`src/rtl/dispreg_pkg.sv`:
```
package dispreg_pkg;

    typedef logic [31:0] word_t;

    // identity values
    localparam word_t ID_BASE  = 32'h9000_0000;
    localparam word_t ID_RESET = ID_BASE | 32'd2;

    // register indexes decoded by host software
    localparam word_t IX_ID      = 32'd0;
    localparam word_t IX_ENABLE  = 32'd1;
    localparam word_t IX_WIDTH   = 32'd2;
    localparam word_t IX_HEIGHT  = 32'd3;
    localparam word_t IX_MAXW    = 32'd4;
    localparam word_t IX_MAXH    = 32'd5;
    localparam word_t IX_DEPTH   = 32'd6;
    localparam word_t IX_BPP     = 32'd7;
    localparam word_t IX_PSEUDO  = 32'd8;
    localparam word_t IX_RMASK   = 32'd9;
    localparam word_t IX_GMASK   = 32'd10;
    localparam word_t IX_BMASK   = 32'd11;
    localparam word_t IX_PITCH   = 32'd12;
    localparam word_t IX_FBSIZE  = 32'd16;
    localparam word_t IX_CAPS    = 32'd17;
    localparam word_t IX_CFG     = 32'd20;
    localparam word_t IX_SYNC    = 32'd21;
    localparam word_t IX_BUSY    = 32'd22;
    localparam word_t IX_GUEST   = 32'd23;
    localparam word_t IX_CUR_ID  = 32'd24;
    localparam word_t IX_CUR_X   = 32'd25;
    localparam word_t IX_CUR_Y   = 32'd26;
    localparam word_t IX_CUR_ON  = 32'd27;
    localparam word_t IX_HOSTBPP = 32'd28;
    localparam word_t IX_SCRSIZE = 32'd29;

    localparam word_t PAL_FIRST  = 32'd1024;
    localparam word_t PAL_LAST   = 32'd1791;
    localparam word_t SCR_FIRST  = 32'd1792;

    localparam word_t MAX_W = 32'd2360;
    localparam word_t MAX_H = 32'd1770;

    localparam word_t CAP_BASE   = 32'h0000_0003;
    localparam word_t CAP_CURSOR = 32'h0000_00E0;

    localparam word_t RING_HDR_BYTES = 32'd16;
    localparam word_t RING_LIMIT     = 32'h0001_0000;
    localparam word_t RING_MIN_SPAN  = 32'd10240;

    typedef struct packed {
        word_t red;
        word_t green;
        word_t blue;
    } cmask_t;

    typedef struct packed {
        word_t idx;
        word_t id;
        word_t enable;
        logic  cfg;
        word_t cur_w;
        word_t cur_h;
        word_t new_w;
        word_t new_h;
        logic  inval;
        word_t fb_size;
        word_t guest;
        word_t cur_id;
        word_t cur_x;
        word_t cur_y;
        logic  cur_on;
        logic  busy;
        logic  sync_pulse;
    } state_t;

    function automatic logic id_legal(word_t v);
        return (v == ID_BASE) || (v == (ID_BASE | 32'd1)) || (v == (ID_BASE | 32'd2));
    endfunction

endpackage

```
`src/rtl/dispreg_fmt.sv`:
```
module dispreg_fmt
    import dispreg_pkg::*;
#(
    parameter int DEPTH_W = 6
) (
    input  logic [DEPTH_W-1:0] depth,
    output word_t              bits_pp,
    output word_t              bytes_pp,
    output cmask_t             masks
);
    localparam int PAD_W = 32 - DEPTH_W;

    word_t depth_w;
    word_t rounded;

    always_comb begin
        depth_w  = {{PAD_W{1'b0}}, depth};
        rounded  = depth_w + 32'd7;
        bits_pp  = rounded & ~32'd7;
        bytes_pp = rounded >> 3;
        case (depth_w)
            32'd8:   masks = '{red: 32'h07, green: 32'h38, blue: 32'hC0};
            32'd15:  masks = '{red: 32'h1F, green: 32'h3E0, blue: 32'h7C00};
            32'd16:  masks = '{red: 32'h1F, green: 32'h7E0, blue: 32'hF800};
            32'd24,
            32'd32:  masks = '{red: 32'hFF_0000, green: 32'hFF00, blue: 32'hFF};
            default: masks = '0;
        endcase
    end

endmodule

```
`src/rtl/dispreg_ring_check.sv`:
```
module dispreg_ring_check
    import dispreg_pkg::*;
(
    input  word_t ring_min,
    input  word_t ring_max,
    input  word_t ring_next,
    input  word_t ring_stop,
    output logic  hdr_ok
);
    logic        aligned;
    logic        min_ok;
    logic        max_ok;
    logic        span_ok;
    logic [32:0] min_plus;

    always_comb begin
        aligned  = ((ring_min | ring_max | ring_next | ring_stop) & 32'd3) == 32'd0;
        min_ok   = ring_min >= RING_HDR_BYTES;
        max_ok   = ring_max <= RING_LIMIT;
        min_plus = {1'b0, ring_min} + {1'b0, RING_MIN_SPAN};
        span_ok  = {1'b0, ring_max} >= min_plus;
        hdr_ok   = aligned && min_ok && max_ok && span_ok;
    end

endmodule

```
`src/rtl/dispreg_scratch.sv`:
```
module dispreg_scratch
    import dispreg_pkg::*;
#(
    parameter int WORDS = 8
) (
    input  logic  clk,
    input  logic  rst_n,
    input  logic  we,
    input  word_t index,
    input  word_t wdata,
    output logic  hit,
    output word_t rdata
);
    localparam int AW = (WORDS > 1) ? $clog2(WORDS) : 1;
    localparam word_t LAST = SCR_FIRST + WORDS;

    word_t           offset;
    logic [AW-1:0]   slot;
    word_t           mem_q [WORDS];
    word_t           mem_d [WORDS];

    always_comb begin
        hit    = (index >= SCR_FIRST) && (index < LAST);
        offset = index - SCR_FIRST;
        slot   = offset[AW-1:0];
        rdata  = hit ? mem_q[slot] : '0;
    end

    for (genvar g = 0; g < WORDS; g++) begin : g_word
        always_comb begin
            mem_d[g] = mem_q[g];
            if (we && hit && (slot == AW'(g))) begin
                mem_d[g] = wdata;
            end
        end

        always_ff @(posedge clk) begin
            if (!rst_n) begin
                mem_q[g] <= '0;
            end else begin
                mem_q[g] <= mem_d[g];
            end
        end
    end

endmodule

```
`src/rtl/dispreg_file.sv`:
```
module dispreg_file
    import dispreg_pkg::*;
#(
    parameter int SCRATCH_WORDS = 8,
    parameter int DEPTH_W       = 6
) (
    input  logic               clk,
    input  logic               rst_n,
    input  logic               host_we,
    input  logic               host_sel,
    input  logic [31:0]        host_wdata,
    output logic [31:0]        host_rdata,
    input  logic [DEPTH_W-1:0] surf_depth,
    input  logic               cursor_cap,
    input  logic [31:0]        ring_min,
    input  logic [31:0]        ring_max,
    input  logic [31:0]        ring_next,
    input  logic [31:0]        ring_stop,
    input  logic               proc_done,
    input  logic               refresh_ack,
    output logic               sync_pulse,
    output logic               busy,
    output logic               disp_enable,
    output logic               cfg_done,
    output logic               invalidated,
    output logic               cursor_visible
);
    localparam int    PAD_W      = 32 - DEPTH_W;
    localparam word_t SCR_COUNT  = word_t'(SCRATCH_WORDS);

    state_t st_q;
    state_t st_d;

    word_t  bits_pp;
    word_t  bytes_pp;
    cmask_t masks;
    logic   hdr_ok;
    logic   scr_hit;
    word_t  scr_rdata;
    logic   val_we;
    word_t  depth_w;
    word_t  pitch;
    word_t  fb_bytes;

    dispreg_fmt #(.DEPTH_W(DEPTH_W)) u_fmt (
        .depth    (surf_depth),
        .bits_pp  (bits_pp),
        .bytes_pp (bytes_pp),
        .masks    (masks)
    );

    dispreg_ring_check u_ring (
        .ring_min  (ring_min),
        .ring_max  (ring_max),
        .ring_next (ring_next),
        .ring_stop (ring_stop),
        .hdr_ok    (hdr_ok)
    );

    dispreg_scratch #(.WORDS(SCRATCH_WORDS)) u_scratch (
        .clk   (clk),
        .rst_n (rst_n),
        .we    (val_we),
        .index (st_q.idx),
        .wdata (host_wdata),
        .hit   (scr_hit),
        .rdata (scr_rdata)
    );

    assign val_we   = host_we && host_sel;
    assign depth_w  = {{PAD_W{1'b0}}, surf_depth};
    assign pitch    = word_t'(bytes_pp * st_q.new_w);
    assign fb_bytes = word_t'(pitch * st_q.new_h);

    // next-state computation
    always_comb begin
        st_d            = st_q;
        st_d.sync_pulse = 1'b0;

        if (proc_done) begin
            st_d.busy = 1'b0;
        end

        if (refresh_ack) begin
            st_d.cur_w = st_q.new_w;
            st_d.cur_h = st_q.new_h;
            st_d.inval = 1'b0;
        end

        if (host_we && !host_sel) begin
            st_d.idx = host_wdata;
        end

        if (val_we) begin
            case (st_q.idx)
                IX_ID: begin
                    if (id_legal(host_wdata)) begin
                        st_d.id = host_wdata;
                    end
                end
                IX_ENABLE: begin
                    st_d.enable = host_wdata;
                    st_d.cur_w  = '1;
                    st_d.cur_h  = '1;
                    st_d.inval  = 1'b1;
                    if (host_wdata == '0) begin
                        st_d.cfg = 1'b0;
                    end else begin
                        st_d.fb_size = fb_bytes;
                    end
                end
                IX_WIDTH: begin
                    st_d.new_w = host_wdata;
                    st_d.inval = 1'b1;
                end
                IX_HEIGHT: begin
                    st_d.new_h = host_wdata;
                    st_d.inval = 1'b1;
                end
                IX_DEPTH, IX_BPP: begin
                    if (host_wdata != depth_w) begin
                        st_d.cfg = 1'b0;
                    end
                end
                IX_CFG: begin
                    if (host_wdata == '0) begin
                        st_d.cfg = 1'b0;
                    end else if (hdr_ok) begin
                        st_d.cfg = 1'b1;
                    end
                end
                IX_SYNC: begin
                    st_d.busy       = 1'b1;
                    st_d.sync_pulse = 1'b1;
                end
                IX_GUEST:  st_d.guest  = host_wdata;
                IX_CUR_ID: st_d.cur_id = host_wdata;
                IX_CUR_X:  st_d.cur_x  = host_wdata;
                IX_CUR_Y:  st_d.cur_y  = host_wdata;
                IX_CUR_ON: begin
                    if (host_wdata == 32'd1) begin
                        st_d.cur_on = 1'b1;
                    end else if (host_wdata == 32'd0) begin
                        st_d.cur_on = 1'b0;
                    end
                end
                default: ;
            endcase
        end
    end

    always_ff @(posedge clk) begin
        if (!rst_n) begin
            st_q       <= '0;
            st_q.id    <= ID_RESET;
            st_q.cur_w <= '1;
            st_q.cur_h <= '1;
        end else begin
            st_q <= st_d;
        end
    end

    // read path: no side effects, combinational
    always_comb begin
        host_rdata = '0;
        if (!host_sel) begin
            host_rdata = st_q.idx;
        end else begin
            case (st_q.idx)
                IX_ID:      host_rdata = st_q.id;
                IX_ENABLE:  host_rdata = st_q.enable;
                IX_WIDTH:   host_rdata = st_q.cur_w;
                IX_HEIGHT:  host_rdata = st_q.cur_h;
                IX_MAXW:    host_rdata = MAX_W;
                IX_MAXH:    host_rdata = MAX_H;
                IX_DEPTH:   host_rdata = depth_w;
                IX_BPP:     host_rdata = bits_pp;
                IX_PSEUDO:  host_rdata = '0;
                IX_RMASK:   host_rdata = masks.red;
                IX_GMASK:   host_rdata = masks.green;
                IX_BMASK:   host_rdata = masks.blue;
                IX_PITCH:   host_rdata = pitch;
                IX_FBSIZE:  host_rdata = st_q.fb_size;
                IX_CAPS:    host_rdata = cursor_cap ? (CAP_BASE | CAP_CURSOR) : CAP_BASE;
                IX_CFG:     host_rdata = {31'd0, st_q.cfg};
                IX_SYNC,
                IX_BUSY:    host_rdata = {31'd0, st_q.busy};
                IX_GUEST:   host_rdata = st_q.guest;
                IX_CUR_ID:  host_rdata = st_q.cur_id;
                IX_CUR_X:   host_rdata = st_q.cur_x;
                IX_CUR_Y:   host_rdata = st_q.cur_y;
                IX_CUR_ON:  host_rdata = {31'd0, st_q.cur_on};
                IX_HOSTBPP: host_rdata = bits_pp;
                IX_SCRSIZE: host_rdata = SCR_COUNT;
                default:    host_rdata = scr_hit ? scr_rdata : '0;
            endcase
        end
    end

    assign sync_pulse     = st_q.sync_pulse;
    assign busy           = st_q.busy;
    assign disp_enable    = |st_q.enable;
    assign cfg_done       = st_q.cfg;
    assign invalidated    = st_q.inval;
    assign cursor_visible = st_q.cur_on;

endmodule

```
`config.mk`:
```
export PLATFORM = sky130hd
export DESIGN_NAME = dispreg_file
export DESIGN_NICKNAME = d
export VERILOG_FILES = /design/src/rtl/dispreg_pkg.sv /design/src/rtl/dispreg_fmt.sv /design/src/rtl/dispreg_ring_check.sv /design/src/rtl/dispreg_scratch.sv /design/src/rtl/dispreg_file.sv
export SDC_FILE = /design/constraint.sdc
export NUM_CORES = 2
export LEC_CHECK = 0
export ABC_AREA = 1
export BUFFER_PORTS_ARGS = -buffer_cell sky130_fd_sc_hd__buf_2
export CAP_MARGIN = 20
export CORE_MARGIN = 5
export CORE_UTILIZATION = 40
export DETAILED_ROUTE_END_ITERATION = 10
export SLEW_MARGIN = 20
export SYNTH_ARGS = -nofsm -noshare
export SYNTH_HDL_FRONTEND = slang
export SYNTH_SLANG_ARGS = --single-unit
```
`constraint.sdc`:
```
create_clock -name clk -period 14.1 [get_ports clk]
set_input_delay 2.82 -clock clk [delete_from_list [all_inputs] [get_ports clk]]
set_output_delay 2.82 -clock clk [all_outputs]
set_load 0.01 [all_outputs]
```
==> load_flow_metrics.sql <==
INSERT INTO impl_metrics (metric_group, metric, value, unit) VALUES
('job', 'max_cap_viol', '0', ''),
('die', 'fp-row-count', '127', ''),
('timing', 'final_period_util', '93.16', '%'),
('placement', 'cell_area_placed', '50940', 'um^2'),
('cts', 'cts.reportedPaths.clkPinSlew', '60', 'ps'),
('hold_path', 'worstHoldEndpoint', 'st_q[353]$_SDFFE_PN1P_', ''),
('detailed_routing', 'avgRoutedWirePerCell', '23.13', 'um'),
('die', 'ioPinCount', '211', ''),
('critical_path', 'crit_slowest_cell', 'sky130_fd_sc_hd__fa_1', ''),
('die', 'core_area', '120300', 'um^2'),
('yosys', 'synth_area_per_cell', '8.072', 'um^2'),
('hold_path', 'min-delay-path-class', 'flip-flop to flip-flop', ''),
('power', 'ir_drop', '94.22', 'uV'),
('yosys', 'ys_ff_latch', '648', ''),
('final_layout', 'final_layout_size_suffix_gt1_share', '7.086', '%'),
('global_route', 'vias_in_the_first_global_route', '41140', ''),
('placement', 'gp_routability_congestion', '0.9861', ''),
('power', 'static_leakage', '23.15', 'nW'),
('detailed_routing', 'highest_layer', 'met5', ''),
('cts', 'cts-hold-fix-buffers', '0', ''),
('timing', 'finalHoldViolCount', '0', ''),
('cts', 'cts.root.buffer_cell', 'sky130_fd_sc_hd__clkbuf_16', ''),
('critical_path', 'regToRegSetupSlack', '4080', 'ps'),
('cts', 'ctsHtreeMaxLevel', '3', ''),
('detailed_routing', 'route.vias.total', '42610', ''),
('yosys', 'synth_common_cells', 'sky130_fd_sc_hd__nand2_1, sky130_fd_sc_hd__nor2_1, sky130_fd_sc_hd__inv_1', ''),
('detailed_routing', 'wl_met3', '17.72', 'mm'),
('final_layout', 'fill_cells', '12090', ''),
('cts', 'post_cts.repair.setup_buffers', '0', ''),
('detailed_routing', 'drt_iter0_markers', '4736', ''),
('die', 'die_w', '358.6', 'um'),
('critical_path', 'crit_path_max_fanout', '18', ''),
('cts', 'tritoncts', 'yes', ''),
('yosys', 'synth_edf_count', '256', ''),
('cts', 'cts_num_sinks', '648', ''),
('die', 'design.die.area', '128600', 'um^2'),
('critical_path', 'cp-end-kind', 'flip-flop', ''),
('global_route', 'overflow', '0', ''),
('critical_path', 'reg2reg_from', 'st_q[197]$_SDFFE_PN0P_', ''),
('global_route', 'grt_pass1_wl', '264.2', 'mm'),
('placement', 'place.port_buffers', '150', ''),
('power', 'pwr_density_cell', '78.62', 'nW/um^2'),
('yosys', 'synthTopCellsByArea', 'sky130_fd_sc_hd__fa_1, sky130_fd_sc_hd__dfxtp_1, sky130_fd_sc_hd__edfxtp_1, sky130_fd_sc_hd__nand2_1, sky130_fd_sc_hd__nor2_1', ''),
('die', 'initial_core_utilization', '40.40', '%'),
('critical_path', 'ff2ff_path_depth', '40', ''),
('cts', 'ctsLongestPathBuffers', '3', ''),
('critical_path', 'cp_common_cell', 'sky130_fd_sc_hd__nand2_1', ''),
('critical_path', 'data_arrival_time_of_the_critical_path', '13650', 'ps'),
('cts', 'postCtsResizedCells', '0', ''),
('yosys', 'synthDominantAreaCellType', 'sky130_fd_sc_hd__fa_1', ''),
('timing', 'final_worst_setup_slack', '964.6', 'ps'),
('yosys', 'synth_xor_xnor_area_share', '0.9707', '%'),
('yosys', 'ys_seq_area_share', '31.97', '%'),
('cts', 'numCtsBuffers', '69', ''),
('detailed_routing', 'drt-met1-wl', '73.88', 'mm'),
('hold_path', 'worst_hold_path.num_cells', '2', ''),
('timing', 'tns', '0', 'ps'),
('critical_path', 'crit_path_max_incr_delay', '620', 'ps'),
('detailed_routing', 'met2RoutedLength', '77.47', 'mm'),
('timing', 'final-max-slew-violation-count', '0', ''),
('final_layout', 'syn_to_final_growth', '9.444', '%'),
('placement', 'detailedPlacementHpwl', '129.8', 'mm'),
('die', 'die_height', '358.6', 'um'),
('status', 'outcome', 'finished, final reports clean', ''),
('yosys', 'synth_adder_area_share', '24.05', '%'),
('cts', 'clk_latency', '630', 'ps'),
('timing', 'timing.slew.headroom', '17.92', '%'),
('critical_path', 'timing.critical_path.from_type', 'input port', ''),
('timing', 'holdWs', '449.8', 'ps'),
('timing', 'max_freq', '76.13', 'MHz'),
('detailed_routing', 'finalWirelength', '177.3', 'mm');
==> area by class of cell <==
| cell class | instances | area, um^2 | area share, % |
|---|---|---|---|
| Inverter | 919 | 3457 | 6.500 |
| Antenna cell | 2 | 5.005 | 0.009410 |
| Sequential cell | 648 | 15540 | 29.22 |
| Tap cell | 1612 | 2017 | 3.792 |
| Clock inverter | 24 | 272.8 | 0.5129 |
| Multi-Input combinational cell | 4107 | 28380 | 53.37 |
| Clock buffer | 101 | 1968 | 3.701 |
| Timing Repair Buffer | 255 | 1541 | 2.898 |
==> critical path, delay by kind of cell <==
family	cells	cell delay (ps)
buffers and inverters	7	1050
AO/OA/AOI/OAI	4	870
adder cells (fa/ha/maj)	12	5940
AND/OR/NAND/NOR	21	2960
==> layer usage <==
metal / up-vias / global-route usage, %
li1: 19410 / -
met1: 20880 / 37.63
met2: 1986 / 42.05
met3: 331 / 6.245
met4: 12 / 10.61
met5: - / 0
==> state kept, by name, summed over array words and instances, names as in the netlist, named ones only <==
signal,flops
sync_pulse,1
cursor_visible,1
cfg_done,1
invalidated,1
u_scratch.mem_q,256
busy,1
st_q,384
==> where the power goes <==
group	switching [W]	leakage, nW	internal (W)
Sequential	0.0000234	5.83	0.00199
Clock	0.000787	1.09	0.00105
Combinational	0.000252	16.2	0.0000796
Total	0.00106	23.1	0.00312
==> kinds of logic after synthesis <==
group / Yosys count
fa+ha+maj: 655
simple gates: 2441
xor+xnor: 53
flops: 648
buf+inv: 1265
compound gates: 958
==> per-stage QoR <==
stage | instances | power (W) | util, %
after detailed placement | 7541 | 0.002374 | 42.35
after CTS | 7666 | 0.004186 | 44.21
after floorplan | 6020 | 0.002228 | -
final | 7668 | 0.004181 | 44.21
after global routing | 7667 | 0.004300 | 44.21
after global placement | 7541 | 0.002371 | 42.34
==> worst max path at each step <==
stage	from	endpoint	cells past startpoint
floorplan	surf_depth[0]	st_q[160]$_SDFFE_PN0P_	46
global placement	surf_depth[2]	st_q[162]$_SDFFE_PN0P_	46
detailed placement	surf_depth[2]	st_q[160]$_SDFFE_PN0P_	46
CTS	surf_depth[0]	st_q[162]$_SDFFE_PN0P_	42
global route	surf_depth[0]	st_q[161]$_SDFFE_PN0P_	44
finish	surf_depth[0]	st_q[162]$_SDFFE_PN0P_	44
==> layout by cell type, fill, tap and decap left out, types with 85 or more instances in the layout <==
cell	count
sky130_fd_sc_hd__a211oi_1	227
sky130_fd_sc_hd__a21oi_1	219
sky130_fd_sc_hd__buf_2	149
sky130_fd_sc_hd__buf_4	106
sky130_fd_sc_hd__dfxtp_1	391
sky130_fd_sc_hd__edfxtp_1	256
sky130_fd_sc_hd__fa_1	465
sky130_fd_sc_hd__ha_1	190
sky130_fd_sc_hd__inv_1	889
sky130_fd_sc_hd__nand2_1	1101
sky130_fd_sc_hd__nand3_1	179
sky130_fd_sc_hd__nor2_1	953
sky130_fd_sc_hd__o211ai_1	85
sky130_fd_sc_hd__o21ai_0	227
(Power assumes the default switching activity.)
